--- config.mk ---
export PLATFORM = sky130hd
export DESIGN_NAME = interval_timer_channel
export DESIGN_NICKNAME = d
export VERILOG_FILES = /design/src/rtl/itc_pkg.sv /design/src/rtl/itc_tick_gen.sv /design/src/rtl/itc_datapath.sv /design/src/rtl/itc_control.sv /design/src/rtl/interval_timer_channel.sv
export SDC_FILE = /design/constraint.sdc
export NUM_CORES = 1
export LEC_CHECK = 0
export BUFFER_PORTS_ARGS = -buffer_cell sky130_fd_sc_hd__buf_2
export CORE_MARGIN = 3
export CORE_UTILIZATION = 63
export CTS_BUF_LIST = sky130_fd_sc_hd__clkbuf_16
export CTS_CLUSTER_SIZE = 12
export DETAILED_ROUTE_END_ITERATION = 8
export PLACE_DENSITY = 0.89
export SLEW_MARGIN = 20
export SYNTH_ARGS = -nofsm -noshare
export SYNTH_HDL_FRONTEND = slang
export SYNTH_SLANG_ARGS = --single-unit
--- constraint.sdc ---
create_clock -name clk -period 4.5 [get_ports clk]
set_clock_uncertainty 0.2 [all_clocks]
set_input_delay 0.45 -clock clk [delete_from_list [all_inputs] [get_ports clk]]
set_output_delay 0.45 -clock clk [all_outputs]
set_load 0.01 [all_outputs]
--- src/rtl/itc_pkg.sv ---
package itc_pkg;
  typedef enum logic [1:0] {
    MODE_ONESHOT = 2'd0,
    MODE_RATE    = 2'd1,
    MODE_SQUARE  = 2'd2,
    MODE_RATE2   = 2'd3
  } itc_mode_e;

  typedef struct packed {
    logic capInit;
    logic startFull;
    logic startHalf;
    logic reloadFull;
    logic reloadHalf;
    logic stepDown;
  } itc_cmd_t;
endpackage

--- src/rtl/itc_tick_gen.sv ---
module itc_tick_gen #(
  parameter int SYNC_STAGES = 2
) (
  input  logic clk,
  input  logic rstN,
  input  logic cntClkIn,
  output logic tickEn
);
  localparam int CHAIN_W = SYNC_STAGES + 1;
  logic [CHAIN_W-1:0] chainQ;

  always_ff @(posedge clk) begin
    if (!rstN) chainQ <= '0;
    else       chainQ <= {chainQ[CHAIN_W-2:0], cntClkIn};
  end

  // rising edge seen between the last sync flop and the history flop
  assign tickEn = chainQ[SYNC_STAGES-1] & ~chainQ[SYNC_STAGES];
endmodule

--- src/rtl/itc_datapath.sv ---
module itc_datapath
  import itc_pkg::*;
#(
  parameter int CNT_W = 16
) (
  input  logic             clk,
  input  logic             rstN,
  input  itc_cmd_t         cmd,
  input  logic             bcdSel,
  input  logic [CNT_W-1:0] loadValue,
  output logic [CNT_W-1:0] countQ,
  output logic             countIsOne,
  output logic             countIsTwo,
  output logic             initOdd
);
  localparam int DIGITS = CNT_W / 4;
  localparam logic [CNT_W-1:0] BIN_ZERO_HALF = CNT_W'(1) << (CNT_W - 1);
  localparam logic [CNT_W-1:0] BCD_ZERO_HALF = CNT_W'(5) << (CNT_W - 4);

  logic [CNT_W-1:0] initQ;
  logic [CNT_W-1:0] decVal;
  logic [CNT_W-1:0] halfLoad;
  logic [CNT_W-1:0] halfInit;

  function automatic logic [CNT_W-1:0] bcdDec(input logic [CNT_W-1:0] v);
    logic [CNT_W-1:0] r;
    logic borrow;
    r = v;
    borrow = 1'b1;
    for (int d = 0; d < DIGITS; d++) begin
      if (borrow) begin
        if (v[d*4 +: 4] == 4'd0) r[d*4 +: 4] = 4'd9;
        else begin
          r[d*4 +: 4] = v[d*4 +: 4] - 4'd1;
          borrow = 1'b0;
        end
      end
    end
    return r;
  endfunction

  function automatic logic [CNT_W-1:0] halfOf(input logic [CNT_W-1:0] v, input logic bcd);
    logic [CNT_W-1:0] r;
    logic [4:0] acc;
    logic rem;
    r = '0;
    rem = 1'b0;
    if (v == '0) r = bcd ? BCD_ZERO_HALF : BIN_ZERO_HALF;
    else if (!bcd) r = v >> 1;
    else begin
      for (int d = DIGITS - 1; d >= 0; d--) begin
        acc = (rem ? 5'd10 : 5'd0) + {1'b0, v[d*4 +: 4]};
        r[d*4 +: 4] = acc[4:1];
        rem = acc[0];
      end
    end
    return r;
  endfunction

  assign decVal   = bcdSel ? bcdDec(countQ) : countQ - CNT_W'(1);
  assign halfLoad = halfOf(loadValue, bcdSel);
  assign halfInit = halfOf(initQ, bcdSel);

  always_ff @(posedge clk) begin
    if (!rstN) begin
      countQ <= '0;
      initQ  <= '0;
    end else begin
      if (cmd.capInit) initQ <= loadValue;
      if (cmd.startFull)       countQ <= loadValue;
      else if (cmd.startHalf)  countQ <= halfLoad;
      else if (cmd.reloadFull) countQ <= initQ;
      else if (cmd.reloadHalf) countQ <= halfInit;
      else if (cmd.stepDown)   countQ <= decVal;
    end
  end

  assign countIsOne = (countQ == CNT_W'(1));
  assign countIsTwo = (countQ == CNT_W'(2));
  assign initOdd    = initQ[0];

  // every decade stays a legal digit in BCD counting
  generate
    for (genvar g = 0; g < DIGITS; g++) begin : g_digitChk
      a_r7_bcd_digit: assert property (@(posedge clk) disable iff (!rstN)
        bcdSel |-> (countQ[g*4 +: 4] <= 4'd9));
    end
  endgenerate
endmodule

--- src/rtl/itc_control.sv ---
module itc_control
  import itc_pkg::*;
(
  input  logic      clk,
  input  logic      rstN,
  input  logic      tickEn,
  input  logic      gateIn,
  input  itc_mode_e mode,
  input  logic      loadStb,
  input  logic      loadOdd,
  input  logic      countIsOne,
  input  logic      countIsTwo,
  input  logic      initOdd,
  output itc_cmd_t  cmd,
  output logic      outSig,
  output logic      tcIrq
);
  logic startedQ, outQ, oddPendQ, irqQ;
  logic startedN, outN, oddPendN, irqN;
  logic immLoad, stepEn;

  assign immLoad = loadStb && (mode == MODE_ONESHOT || !startedQ);
  assign stepEn  = tickEn && gateIn && startedQ;

  always_comb begin
    cmd         = '0;
    cmd.capInit = loadStb;
    startedN    = startedQ;
    outN        = outQ;
    oddPendN    = oddPendQ;
    irqN        = 1'b0;
    if (immLoad) begin
      startedN = 1'b1;
      if (mode == MODE_SQUARE) begin
        cmd.startHalf = 1'b1;
        oddPendN      = loadOdd;
        outN          = 1'b1;
      end else begin
        cmd.startFull = 1'b1;
        outN          = (mode != MODE_ONESHOT);
      end
    end else if (stepEn) begin
      unique case (mode)
        MODE_ONESHOT: begin
          cmd.stepDown = 1'b1;
          if (countIsOne && !outQ) begin
            outN = 1'b1;
            irqN = 1'b1;
          end
        end
        MODE_SQUARE: begin
          if (!countIsOne) cmd.stepDown = 1'b1;
          else if (outQ && oddPendQ) oddPendN = 1'b0;
          else if (outQ) begin
            outN           = 1'b0;
            cmd.reloadHalf = 1'b1;
          end else begin
            outN           = 1'b1;
            cmd.reloadHalf = 1'b1;
            oddPendN       = initOdd;
            irqN           = 1'b1;
          end
        end
        default: begin
          if (countIsOne) begin
            cmd.reloadFull = 1'b1;
            outN           = 1'b1;
            irqN           = 1'b1;
          end else begin
            cmd.stepDown = 1'b1;
            if (countIsTwo) outN = 1'b0;
          end
        end
      endcase
    end
  end

  always_ff @(posedge clk) begin
    if (!rstN) begin
      startedQ <= 1'b0;
      outQ     <= 1'b1;
      oddPendQ <= 1'b0;
      irqQ     <= 1'b0;
    end else begin
      startedQ <= startedN;
      outQ     <= outN;
      oddPendQ <= oddPendN;
      irqQ     <= irqN;
    end
  end

  assign outSig = outQ;
  assign tcIrq  = irqQ;

  // terminal-count pulse lasts a single clock
  a_r10_irq_single: assert property (@(posedge clk) disable iff (!rstN)
    irqQ |=> !irqQ);
  // nothing moves before the first load
  a_r1_idle_quiet: assert property (@(posedge clk) disable iff (!rstN)
    (!startedQ && !loadStb) |=> (outQ && !irqQ));
endmodule

--- src/rtl/interval_timer_channel.sv ---
module interval_timer_channel
  import itc_pkg::*;
#(
  parameter int CNT_W       = 16,
  parameter int SYNC_STAGES = 2
) (
  input  logic             clk,
  input  logic             rstN,
  input  logic             cntClkIn,
  input  logic             gateIn,
  input  logic [1:0]       modeSel,
  input  logic             bcdSel,
  input  logic [CNT_W-1:0] loadValue,
  input  logic             loadStb,
  output logic             outSig,
  output logic             tcIrq,
  output logic [CNT_W-1:0] countVal
);
  itc_mode_e mode;
  itc_cmd_t  cmd;
  logic      tickEn, countIsOne, countIsTwo, initOdd;

  assign mode = itc_mode_e'(modeSel);

  itc_tick_gen #(.SYNC_STAGES(SYNC_STAGES)) u_tick (
    .clk(clk), .rstN(rstN), .cntClkIn(cntClkIn), .tickEn(tickEn)
  );

  itc_control u_ctrl (
    .clk(clk), .rstN(rstN), .tickEn(tickEn), .gateIn(gateIn), .mode(mode),
    .loadStb(loadStb), .loadOdd(loadValue[0]), .countIsOne(countIsOne),
    .countIsTwo(countIsTwo), .initOdd(initOdd), .cmd(cmd),
    .outSig(outSig), .tcIrq(tcIrq)
  );

  itc_datapath #(.CNT_W(CNT_W)) u_dp (
    .clk(clk), .rstN(rstN), .cmd(cmd), .bcdSel(bcdSel), .loadValue(loadValue),
    .countQ(countVal), .countIsOne(countIsOne), .countIsTwo(countIsTwo),
    .initOdd(initOdd)
  );

  // a closed gate freezes the count unless a load arrives
  a_r2_gate_hold: assert property (@(posedge clk) disable iff (!rstN)
    (!gateIn && !loadStb) |=> $stable(countVal));
  // one-shot output, once high, only a load pulls it low
  a_r4_out_sticks: assert property (@(posedge clk) disable iff (!rstN)
    (mode == MODE_ONESHOT && outSig && !loadStb) |=> outSig);
  // one-shot pulse coincides with zero reached
  a_r4_irq_at_zero: assert property (@(posedge clk) disable iff (!rstN)
    (mode == MODE_ONESHOT && tcIrq) |-> (outSig && countVal == '0));
  // rate-mode low pulse sits on count one
  a_r5_low_at_one: assert property (@(posedge clk) disable iff (!rstN)
    ((mode == MODE_RATE || mode == MODE_RATE2) && !outSig) |-> (countVal == CNT_W'(1)));
  // square-wave rise and interrupt go together
  a_r6_rise_irq: assert property (@(posedge clk) disable iff (!rstN)
    (mode == MODE_SQUARE && $rose(outSig)) |-> tcIrq);
  a_r6_irq_high: assert property (@(posedge clk) disable iff (!rstN)
    (mode == MODE_SQUARE && tcIrq) |-> outSig);
endmodule

# == Word-level counts from Yosys, hierarchy flattened ==
# Cells that the tools add are included.
# W data, S select, Z words.
# classes
addsub,11
n_reduce_logical,27
bitwise_logic,4
n_mux,62
eq_ne,12
# ops
op,count
$mux W16,9
$mux W4,13
$mux W1,33
$logic_not A16 Y1,2
$add A5 B4 Y5,6
$mux W12,2
$ne A6 B1 Y1 const B,3
$eq A16 B1 Y1 const B,1
$eq A16 B2 Y1 const B,1
$logic_not A4 Y1,4
$sub A16 B1 Y16 const B,1
$sub A4 B1 Y4 const B,4
$reduce_and A5 Y1,2
$mux W3,2
$ne A3 B2 Y1 const B,2
$reduce_and A2 Y1,3
$reduce_bool A2 Y1,3
$logic_and A1 B1 Y1,5
$reduce_bool A5 Y1,1
$ne A2 B2 Y1 const B,2
$pmux W1 S2,2
$reduce_bool A4 Y1,1
$ne A3 B1 Y1 const B,1
$ne A3 B3 Y1 const B,1
other kinds (9),12
# totals
reg_bits,39
inputBits,24
out_inout_bits,18

# == Depth between registers and ports, before layout ==
# Gate-level depths: netlist of run 1.
# logic_depth
ltp_word,12
mapped_depth,11
mapped_depth_nobuf,9

# == By module ==
# From an unflattened synthesis of run 1, not the netlist that was laid out.
# hier_totals
cells_unflattened,429
hier_area_um2,3432.0
# modules_own_cells
mod,seq_area_each_um2,area_per_inst_um2,n_inst,cells_each
itc_datapath,640.6,3037.9,1,384
itc_control,80.1,301.5,1,38
itc_tick_gen,60.1,92.6,1,7

# == Worst setup path before layout of run 1 ==
# No wires, ideal clock.
# synth_path
path_kind,register to register
start,register u_dp.countQ[0]
end,register u_dp.countQ[14]
required_ps,4175
period_less_slack_ps,2599
arrival_time_ps,2274
path_buffers,2
setup_ps,125
path_stages_with_launch,10
slack_ps,1901
path_cell_list,dfxtp_1 -> ha_1 -> nor4b_1 -> nand4_4 -> or2_1 -> buf_6 -> buf_6 -> a211o_1 -> a31oi_1 -> o22ai_1
# synth_between
elab_chain_cells,9
word_cells_on_any_way,23
# synth_rtl
element,line_no,text
start: declaration,itc_datapath.sv:11,"output logic [CNT_W-1:0] countQ,"
start signal: assignment,itc_datapath.sv:70,if (cmd.startFull) countQ <= loadValue;
start signal: assignment,itc_datapath.sv:71,else if (cmd.startHalf) countQ <= halfLoad;
start signal: assignment,itc_datapath.sv:72,else if (cmd.reloadFull) countQ <= initQ;
branches (longest 9 deep; another with $sub A16 B1 Y16),--,
# Several ways; the timed one is not identified. The select of a mux whose other input is x is not followed.
# A chain may end at the register's enable or synchronous reset.

# == Worst setup path in the final report of run 1 ==
# layout_path
start,register u_dp.countQ[11]
end,register u_dp.countQ[9]
# layout_between
elab_chain_cells,9
word_cells_on_any_way,21
# layout_rtl
element,line_no,text
$eq A16 B1 Y1 / $logic_not A4 Y1 (equally long branches),"itc_datapath.sv:78, itc_datapath.sv:32",
$mux W1 / $mux W4 (equally long branches),"itc_control.sv:52, itc_datapath.sv:32",
$mux W1 / $mux W4 (equally long branches),"itc_control.sv:43, itc_datapath.sv:31",
$mux W3 / $mux W16 (equally long branches),"itc_control.sv:42, itc_datapath.sv:60",
$mux W3 / $mux W16 (equally long branches),"itc_control.sv:32, itc_datapath.sv:74",
$mux W16,itc_datapath.sv:73,else if (cmd.reloadHalf) countQ <= halfInit;
$mux W16,itc_datapath.sv:72,
$mux W16,itc_datapath.sv:71,
$mux W16,itc_datapath.sv:70,
# Several ways; a longest one is shown, not always the timed one. The select of a mux whose other input is x is not followed.

==> flow_metrics.env, run 1 <==
export IMPL_synth_edf_count=0
export IMPL_hpwl_um=7335
export IMPL_ff2ff_setup_slack_ns=1.29
export IMPL_min_to="u_tick.chainQ[0]"
export IMPL_fillers=405
export IMPL_p_sw_frac=0.3669
export IMPL_cts_root_buffer="clkbuf_16"
export IMPL_antenna_found_initial=0
export IMPL_start_util=0.6736
export IMPL_ys_seq_area_frac=0.2375
export IMPL_yosys_top_cells_count="nor2_1 (47), dfxtp_1 (39), nand2_1 (36)"
export IMPL_routed_wl_um=9910
export IMPL_cts_tree="built"
export IMPL_grt_overflow=0
export IMPL_worst_pin_slew_ns=0.9143
export IMPL_fin_crit_sh=0.7135
export IMPL_die_y_um=78.23
export IMPL_dieArea_um2=6120
export IMPL_finalPower_uw=1159
export IMPL_slowest_delay_ns=0.66
export IMPL_yosys_warnings=0
export IMPL_p_leak_uw=0.001447
export IMPL_grt_max_degree=32
export IMPL_wl_per_cell_um=19.58
export IMPL_setup_viol=0
export IMPL_fmax_mhz=311.4
export IMPL_hold_path_class="input pin to register"
export IMPL_path_delay_family="simple AND/OR/NAND/NOR gates"
export IMPL_p_switching_uw=425.2
export IMPL_slowest_stage="nor2_2"
export IMPL_diodes=0
export IMPL_grt_first_pass_wirelength_um=16080
export IMPL_drt_iter0_drc=416
export IMPL_intPower_uw=733.6
export IMPL_drc=0
export IMPL_grt_usage=0.3287
export IMPL_reg2reg_to="u_dp.countQ[9]"
export IMPL_ys_ff_latch=39
export IMPL_hold_viol=0
export IMPL_cts_path_max_buffers=2
export IMPL_ios=42
export IMPL_reg2reg_depth=7
export IMPL_firstDrtPassIters=8
export IMPL_pwr_share_clk=0.291
export IMPL_die_x_um=78.23
export IMPL_whs_path_depth=2
export IMPL_worstSkewPairLatency_ns=0.28
export IMPL_maxSlewViolCount=0
export IMPL_hold_buffers=0
export IMPL_seqPwrFrac=0.367
export IMPL_combPwrFrac=0.342
export IMPL_cp_max_fo=17
export IMPL_ys_top_cells_by_area="dfxtp_1 (24%), ha_1 (8.0%), mux2i_1 (7.3%), nor2_1 (5.4%), nand2_1 (4.1%)"
export IMPL_crit_chain="nor4_2, nand4_4, nor2_2, nor4_2, a21oi_4, o22ai_1, a311oi_1"
export IMPL_antenna_left=0
export IMPL_nets=483
export IMPL_path_buf_inv=0
export IMPL_portBuffers=41
export IMPL_cpMostUsedCell="nor4_2"
export IMPL_core_area_um2=4880
export IMPL_clock_sinks=39
export IMPL_numCtsBuffers=5
export IMPL_ir_drop_mv=0.2095
export IMPL_cp_end_kind="register"
export IMPL_crit_required_ns=4.48
export IMPL_drive_gt1_frac=0.1640
export IMPL_synth_nets=454
export IMPL_worstPathArrival_ns=3.19
export IMPL_fp_row_count=25
export IMPL_yosysMostFrequentCell="nor2_1"
export IMPL_area_growth_pct=10.32
export IMPL_synth_largest_area_cell="dfxtp_1"
export IMPL_worstSetupStartpointType="register"
export IMPL_syn_area_um2=3287
export IMPL_crit_type="register to register"
export IMPL_p_per_area_nw_per_um2=319.6
export IMPL_vias=3510
export IMPL_clkTransAtPathRegs_ns=0.06
export IMPL_yosysTopAreaCellShare=0.2375
export IMPL_synthArstFlopShare=0
export IMPL_drv_cap=0
export IMPL_via_per_inst=6.937
export IMPL_yosys_cell_types_count=62
export IMPL_r2r_start="u_dp.countQ[11]"
export IMPL_rsz0062_at_grt="false"
export IMPL_syn_area_per_cell_um2=8.036
export IMPL_post_route_min_period_ns=3.211
export IMPL_synth_ff_type="dfxtp_1"
export IMPL_worstSetupStartpoint="u_dp.countQ[11]"
export IMPL_status="finished clean"
export IMPL_fin_tns_setup_ns=0
export IMPL_max_slew_margin_rel=0.3848
export IMPL_synthCells=409
export IMPL_grt_pass1_vias=3085
export IMPL_post_cts_buffers=0
export IMPL_cts_resized=0
export IMPL_min_delay_start="cntClkIn"
export IMPL_finalWeightedCongestion=0.9666
export IMPL_htree_levels=2
## layout by cell type (no fill, tap or decap), types with 2 or more instances in the layout
cell type / count
a2111oi_0: 4
a2111oi_4: 2
a211oi_1: 5
a21o_1: 2
a21oi_1: 22
a21oi_4: 4
a221oi_1: 3
a22oi_1: 3
a31oi_1: 18
and2_1: 4
buf_2: 41
buf_4: 2
clkbuf_16: 5
clkinv_1: 3
dfxtp_1: 39
ha_1: 21
inv_1: 6
mux2_2: 7
mux2i_1: 24
nand2_1: 36
nand2b_1: 4
nand3_1: 13
nand4_1: 3
nor2_1: 47
nor2_2: 3
nor2b_1: 3
nor3_1: 6
nor4_1: 11
nor4_2: 2
o2111ai_1: 2
o211ai_1: 14
o21a_1: 3
o21ai_0: 25
o21ai_1: 3
o221ai_1: 4
o22ai_1: 8
o31ai_1: 2
xnor2_1: 10
xor2_1: 2
## how the worst max path moves through the flow
| stage | cells past startpoint | slack, ns | endpoint |
|---|---|---|---|
| finish | 7 | 1.29 | u_dp.countQ[9] |
| global route | 9 | 1.06 | u_dp.countQ[9] |
| CTS | 9 | 1.35 | u_dp.countQ[9] |
| detailed placement | 9 | 1.36 | u_dp.countQ[9] |
| global placement | 9 | 1.51 | u_dp.countQ[9] |
| floorplan | 9 | 1.90 | u_dp.countQ[14] |
## power groups by stage
stage	Clock (µW)	Sequential [µW]	Combinational [µW]
CTS	339	422	386
detailed placement	0	430	383
finish	337	425	397
global route	355	429	430
floorplan	0	423	278
global placement	0	426	374
## registers in the layout (all words and copies together) (netlist names)
name and count:
u_ctrl.oddPendQ 1, u_ctrl.outSig 1, u_ctrl.startedQ 1, u_ctrl.tcIrq 1
u_dp.countQ 16, u_dp.initQ 16, u_tick.chainQ 3
## cell type report
| cell class | count | area, µm² | share of cell area |
|---|---|---|---|
| clock buffer | 5 | 125.1 | 0.03451 |
| clock inverter | 3 | 15.01 | 0.004141 |
| inverter | 7 | 26.28 | 0.007246 |
| multi-input combinational | 342 | 2375 | 0.6549 |
| sequential | 39 | 780.7 | 0.2153 |
| tap | 67 | 83.83 | 0.02312 |
| timing repair buffer | 43 | 220.2 | 0.06073 |
## routing by layer
layer	share of wire	global-route usage	vias up
met3	0.12	0.04472	23
li1	-	-	1617
met2	0.45	0.4949	252
met1	0.42	0.4908	1618
met4	0.014	0.08566	0
met5	0	0	-
## logic make-up (layout without fill, tap and decap cells)
kind of cell | count (synthesis) | in the layout | synth area share
xor gates and xnor gates | 12 | 12 | 0.03198
muxes | 31 | 31 | 0.09707
AOI/OAI and AO/OA | 133 | 133 | 0.2882
buffers and inverters | 28 | 58 | 0.03997
and+or+nand+nor | 145 | 145 | 0.2254
adders and majority gates | 21 | 21 | 0.07994
DFF | 39 | 39 | 0.2375
## per-stage QoR
step / cells / hold WS, ns / setup WS [ns] / cell area (µm²) / utilization
after floorplan: 409 / 0.2119 / 1.901 / 3287 / -
after global placement: 498 / 0.2137 / 1.510 / 3486 / 0.7144
after detailed placement: 498 / 0.2216 / 1.359 / 3486 / 0.7144
after CTS: 506 / 0.1753 / 1.349 / 3626 / 0.7431
after global routing: 506 / 0.1950 / 1.061 / 3626 / 0.7431
final: 506 / 0.1768 / 1.289 / 3626 / 0.7431
## worst reg2reg max path, stage by stage, from the launching register on
cell	delay [ns]
dfxtp_1	0.38
nor4_2	0.66
nand4_4	0.30
nor2_2	0.66
nor4_2	0.24
a21oi_4	0.30
o22ai_1	0.12
a311oi_1	0.27
Note: power is estimated with default switching activity, not from simulation.
==> run 2, diff against run 1 <==
--- a/config.mk
+++ b/config.mk
@@ -7,11 +7,11 @@
 export LEC_CHECK = 0
 export BUFFER_PORTS_ARGS = -buffer_cell sky130_fd_sc_hd__buf_2
 export CORE_MARGIN = 3
-export CORE_UTILIZATION = 63
+export CORE_UTILIZATION = 53
 export CTS_BUF_LIST = sky130_fd_sc_hd__clkbuf_16
 export CTS_CLUSTER_SIZE = 12
 export DETAILED_ROUTE_END_ITERATION = 8
-export PLACE_DENSITY = 0.89
+export PLACE_DENSITY = 0.8
 export SLEW_MARGIN = 20
 export SYNTH_ARGS = -nofsm -noshare
 export SYNTH_HDL_FRONTEND = slang
==> constraint.sdc (replaced) <==
create_clock -name clk -period 2.7 [get_ports clk]
set_clock_uncertainty 0.2 [all_clocks]
set_input_delay 0.27 -clock clk [delete_from_list [all_inputs] [get_ports clk]]
set_output_delay 0.27 -clock clk [all_outputs]
set_load 0.01 [all_outputs]
==> run 2 against run 1 <==
  * The run now ends with hold timing left
  * Clock power grew 97%
  * Cell area grew 9.7%
  * Largest cell class unchanged
  * Count of clock-buffer cells in the layout is the same
  * Sequential share of layout area decreased by 1.9 points
  * Hold slack worse by 0.18 ns
  * Die area is 17% higher
  * Flip-flop and latch count is the same
  * Combinational power increased by 99%
  * First-iteration DRC count is 31% higher
  * Routed wire length is 9.4% higher
==> flow_metrics.env, run 2 (synthesized netlist as in run 1, its figures left out) <==
export IMPL_status="complete, but fails checks"
export IMPL_violations="hold timing"
export IMPL_finalPower_uw=2145
export IMPL_dieArea_um2=7183
export IMPL_area_growth_pct=21.05
export IMPL_crit_required_ns=2.65
export IMPL_place_inst=536
export IMPL_die_y_um=84.75
export IMPL_vias=3659
export IMPL_core_area_um2=5956
export IMPL_ir_drop_mv=0.2904
export IMPL_intPower_uw=1392
export IMPL_cts_root_buffer="clkbuf_16"
export IMPL_firstDrtPassIters=6
export IMPL_drive_gt1_frac=0.2384
export IMPL_fp_row_count=28
export IMPL_ios=42
export IMPL_combPwrFrac=0.369
export IMPL_slowest_delay_ns=0.38
export IMPL_seqPwrFrac=0.321
export IMPL_fin_tns_setup_ns=0
export IMPL_wl_per_cell_um=19.74
export IMPL_slowest_stage="a2111oi_0"
export IMPL_start_util=0.5519
export IMPL_antenna_left=0
export IMPL_die_x_um=84.75
export IMPL_numCtsBuffers=5
export IMPL_worstPathArrival_ns=2.48
export IMPL_worstSkewPairLatency_ns=0.28
export IMPL_fmax_mhz=393.9
export IMPL_cts_tree="built"
export IMPL_antenna_found_initial=0
export IMPL_max_slew_margin_rel=0.6602
export IMPL_grt_usage=0.2934
export IMPL_worstSetupStartpointType="register"
export IMPL_post_layout_nonfiller_instances=549
export IMPL_p_per_area_nw_per_um2=539.0
export IMPL_rsz0062_at_grt="false"
export IMPL_hold_path_class="input pin to register"
export IMPL_cp_max_fo=4
export IMPL_setup_viol=0
export IMPL_drv_cap=0
export IMPL_hold_viol=1
export IMPL_post_route_min_period_ns=2.539
export IMPL_cp_end_kind="register"
export IMPL_maxSlewViolCount=0
export IMPL_path_delay_family="compound AO/OA/AOI/OAI gates"
export IMPL_final_cell_mix="nor2_1 (47), buf_2 (41), dfxtp_1 (39)"
export IMPL_grt_first_pass_wirelength_um=17020
export IMPL_htree_levels=2
export IMPL_grt_max_degree=32
export IMPL_p_leak_uw=0.001644
export IMPL_drt_iter0_drc=544
export IMPL_nets=518
export IMPL_holdWs_ns=-0.0006442
export IMPL_crit_type="register to register"
export IMPL_portBuffers=41
export IMPL_hpwl_um=7958
export IMPL_hold_buffers=0
export IMPL_p_switching_uw=752.5
export IMPL_final_common_cell="nor2_1"
export IMPL_pwr_share_clk=0.310
export IMPL_p_sw_frac=0.3509
export IMPL_diodes=0
export IMPL_fin_crit_sh=0.9403
export IMPL_via_per_inst=6.665
export IMPL_routed_wl_um=10840
export IMPL_grt_pass1_vias=3266
export IMPL_finalWeightedCongestion=1.027
export IMPL_cts_path_max_buffers=2
export IMPL_grt_overflow=0
export IMPL_largestRegisters="u_dp.countQ (16), u_dp.initQ (16), u_tick.chainQ (3)"
export IMPL_path_buf_inv=2
export IMPL_clkTransAtPathRegs_ns=0.06
export IMPL_clock_sinks=39
export IMPL_drc=0
export IMPL_worst_pin_slew_ns=0.5078
export IMPL_crit_chain="buf_4, inv_1, ha_1, nor3b_2, a21oi_1, o31a_1, a211oi_1, nor4_1, a2111oi_0, o22ai_1"
## run 2: cell count changes in the layout (fill, tap and decap cells not counted), sizes merged
cell and change:
buf +34, bufinv +1, clkinvlp -1, nand4 +1
## run 2: cell type report
class	instances	area, µm²
well taps	75	93.84
multi-input cells	343	2426
clock buffers	5	125.1
flip-flops and latches	39	780.7
inverters	7	26.28
clock inverters	3	38.79
repair buffers	77	488.0
fillers	530	1977
## run 2: timing repair
item | in CTS | in global routing
resized for setup | 0 | 8
setup buffers | 0 | 4
endpoints found under the hold margin | 0 | 0
setup endpoints to repair | 0 | 16
## run 2: worst paths after layout
kind | start | to | slack [ns] | cells past startpoint
worst max-delay path | u_dp.countQ[0] | u_dp.countQ[10] | 0.16 | 10
worst min-delay path | cntClkIn | u_tick.chainQ[0] | -0.0006 | 2
worst max register to register | u_dp.countQ[0] | u_dp.countQ[10] | 0.16 | 10
worst min register to register | u_tick.chainQ[0] | u_tick.chainQ[1] | 0.24 | 1
## run 2: per-stage QoR
| step | utilization | setup WS (ns) | cell area (µm²) |
|---|---|---|---|
| floorplan | - | 0.1005 | 3287 |
| global placement | 0.6269 | 0.04708 | 3734 |
| detailed placement | 0.6269 | 0.03759 | 3734 |
| CTS | 0.6544 | 0.01342 | 3897 |
| global route | 0.6681 | 0.01569 | 3979 |
| finish | 0.6681 | 0.1612 | 3979 |
## run 2: power by group through the flow
| stage | clock, µW | combinational (µW) | sequential (µW) |
|---|---|---|---|
| floorplan | 0 | 463 | 705 |
| global placement | 0 | 729 | 692 |
| detailed placement | 0 | 739 | 697 |
| CTS | 671 | 748 | 685 |
| global route | 701 | 856 | 694 |
| finish | 665 | 791 | 689 |
## run 2: layer usage
metal  part of all wire  up-vias  track usage
met5                  0        -            0
met1               0.44     1706       0.4289
met3               0.10       30      0.05692
met4              0.019        0      0.07050
met2               0.44      224       0.4434
li1                   -     1699            -
==> run 3, diff against run 2 <==
--- a/config.mk
+++ b/config.mk
@@ -11,6 +11,7 @@
 export CTS_BUF_LIST = sky130_fd_sc_hd__clkbuf_16
 export CTS_CLUSTER_SIZE = 12
 export DETAILED_ROUTE_END_ITERATION = 8
+export HOLD_SLACK_MARGIN = 0.03
 export PLACE_DENSITY = 0.8
 export SLEW_MARGIN = 20
 export SYNTH_ARGS = -nofsm -noshare
==> run 3 against run 2 <==
  * The run now ends clean
  * Sequential share of layout area hardly changed
  * Routed wire length barely moved
  * Clock power hardly changed
  * Power is essentially flat
  * Global-route usage about the same
  * Core utilization rose by 0.17 points
  * Combinational power about the same
==> flow_metrics.env, run 3 (synthesized netlist as in run 1, its figures left out) <==
export IMPL_r2r_start="u_dp.countQ[1]"
export IMPL_maxSlewViolCount=0
export IMPL_dieArea_um2=7183
export IMPL_largestRegisters="u_dp.countQ (16), u_dp.initQ (16), u_tick.chainQ (3)"
export IMPL_design_area_um2=3989
export IMPL_final_cell_mix="nor2_1 (47), buf_2 (41), dfxtp_1 (39)"
export IMPL_grt_max_degree=32
export IMPL_cts_path_max_buffers=2
export IMPL_routed_wl_um=10830
export IMPL_rsz0062_at_grt="false"
export IMPL_worstSetupStartpointType="register"
export IMPL_crit_type="register to register"
export IMPL_hold_viol=0
export IMPL_post_route_min_period_ns=2.523
export IMPL_ff2ff_setup_slack_ns=0.18
export IMPL_drv_cap=0
export IMPL_ir_drop_mv=0.2903
export IMPL_antenna_left=0
export IMPL_worst_pin_slew_ns=0.5584
export IMPL_cp_end_kind="register"
export IMPL_firstDrtPassIters=5
export IMPL_nets=519
export IMPL_diodes=0
export IMPL_holdWs_ns=0.06773
export IMPL_portBuffers=41
export IMPL_htree_levels=2
export IMPL_p_per_area_nw_per_um2=538.1
export IMPL_hold_path_class="input pin to register"
export IMPL_hpwl_um=7958
export IMPL_clock_sinks=39
export IMPL_reg2reg_to="u_dp.countQ[13]"
export IMPL_drt_iter0_drc=530
export IMPL_final_common_cell="nor2_1"
export IMPL_antenna_found_initial=0
export IMPL_cp_endpoint="u_dp.countQ[13]"
export IMPL_grt_first_pass_wirelength_um=17040
export IMPL_start_util=0.5519
export IMPL_seq_area_um2=780.7
export IMPL_wl_per_cell_um=19.70
export IMPL_fp_row_count=28
export IMPL_drive_gt1_frac=0.2379
export IMPL_crit_required_ns=2.66
export IMPL_numCtsBuffers=5
export IMPL_grt_usage=0.2938
export IMPL_finalWeightedCongestion=1.027
export IMPL_worstSkewPairLatency_ns=0.28
export IMPL_grt_overflow=0
export IMPL_worstSetupStartpoint="u_dp.countQ[1]"
export IMPL_max_slew_margin_rel=0.6244
export IMPL_reg2reg_depth=10
export IMPL_vias=3682
export IMPL_cp_max_fo=8
export IMPL_status="finished clean"
export IMPL_via_per_inst=6.695
export IMPL_fin_tns_setup_ns=0
export IMPL_p_leak_uw=0.001649
export IMPL_clkTransAtPathRegs_ns=0.06
export IMPL_cts_tree="built"
export IMPL_area_growth_pct=21.36
export IMPL_core_area_um2=5956
export IMPL_grt_pass1_vias=3276
export IMPL_ios=42
export IMPL_die_y_um=84.75
export IMPL_cts_root_buffer="clkbuf_16"
export IMPL_fmax_mhz=396.4
export IMPL_setup_viol=0
export IMPL_dpl_cell_area_um2=3734
export IMPL_multi_input_area_um2=2426
export IMPL_fillers=530
export IMPL_fin_crit_sh=0.9344
export IMPL_die_x_um=84.75
export IMPL_drc=0
export IMPL_worstPathArrival_ns=2.48
-- run 3: stage by stage --
step / std cells / power, µW / setup slack (ns) / util
floorplan: 409 / 1168 / 0.1005 / -
global placement: 536 / 1421 / 0.04708 / 0.6269
detailed placement: 536 / 1436 / 0.03759 / 0.6269
CTS: 545 / 2105 / 0.01342 / 0.6561
global route: 550 / 2252 / 0.01569 / 0.6697
finish: 550 / 2146 / 0.1770 / 0.6697
-- run 3: timing repair --
action                                  CTS  global route
setup buffers                             0             4
endpoints found under the hold margin     1             0
hold buffers                              1             0
resized for setup                         0             8
endpoints found under the setup margin    0            16
-- run 3: power by group --
part           leakage [µW]  internal (µW)  switching, µW  total (µW)
Combinational       0.00125            339            454         793
Sequential         0.000321            623           65.5         689
Clock             0.0000812            431            234         665
-- run 3: critical path, stage by stage (launching register included) --
cell,delay [ns]
dfxtp_1,0.31
inv_1,0.09
ha_2,0.19
nor4b_2,0.18
buf_4,0.17
nand4_4,0.17
or3_4,0.43
a21oi_4,0.29
a21oi_4,0.10
o2111ai_1,0.15
o21ai_0,0.12
-- run 3: area by class of cell --
| type | count | share of cell area |
|---|---|---|
| Timing Repair Buffer | 78 | 0.1248 |
| Inverter | 7 | 0.006587 |
| Multi-Input combinational cell | 343 | 0.6082 |
| Sequential cell | 39 | 0.1957 |
| Tap cell | 75 | 0.02353 |
| Clock inverter | 3 | 0.009724 |
| Clock buffer | 5 | 0.03137 |
-- run 3: how the worst min path moves through the flow --
stage                     startpoint  cells after the start  slack (ns)               end
finish                          rstN                      3        0.07    u_dp.countQ[9]
global route                    rstN                      3        0.09    u_dp.countQ[9]
CTS                             rstN                      3        0.05    u_dp.countQ[9]
detailed placement  u_tick.chainQ[0]                      1        0.22  u_tick.chainQ[1]
global placement    u_tick.chainQ[0]                      1        0.21  u_tick.chainQ[1]
floorplan                   cntClkIn                      1        0.20  u_tick.chainQ[0]
-- run 3: per-layer routing --
layer	track usage	vias up	share of wire
li1	-	1704	-
met1	0.4289	1697	0.43
met2	0.4448	248	0.44
met3	0.05692	33	0.11
met4	0.07050	0	0.024
met5	0	-	0
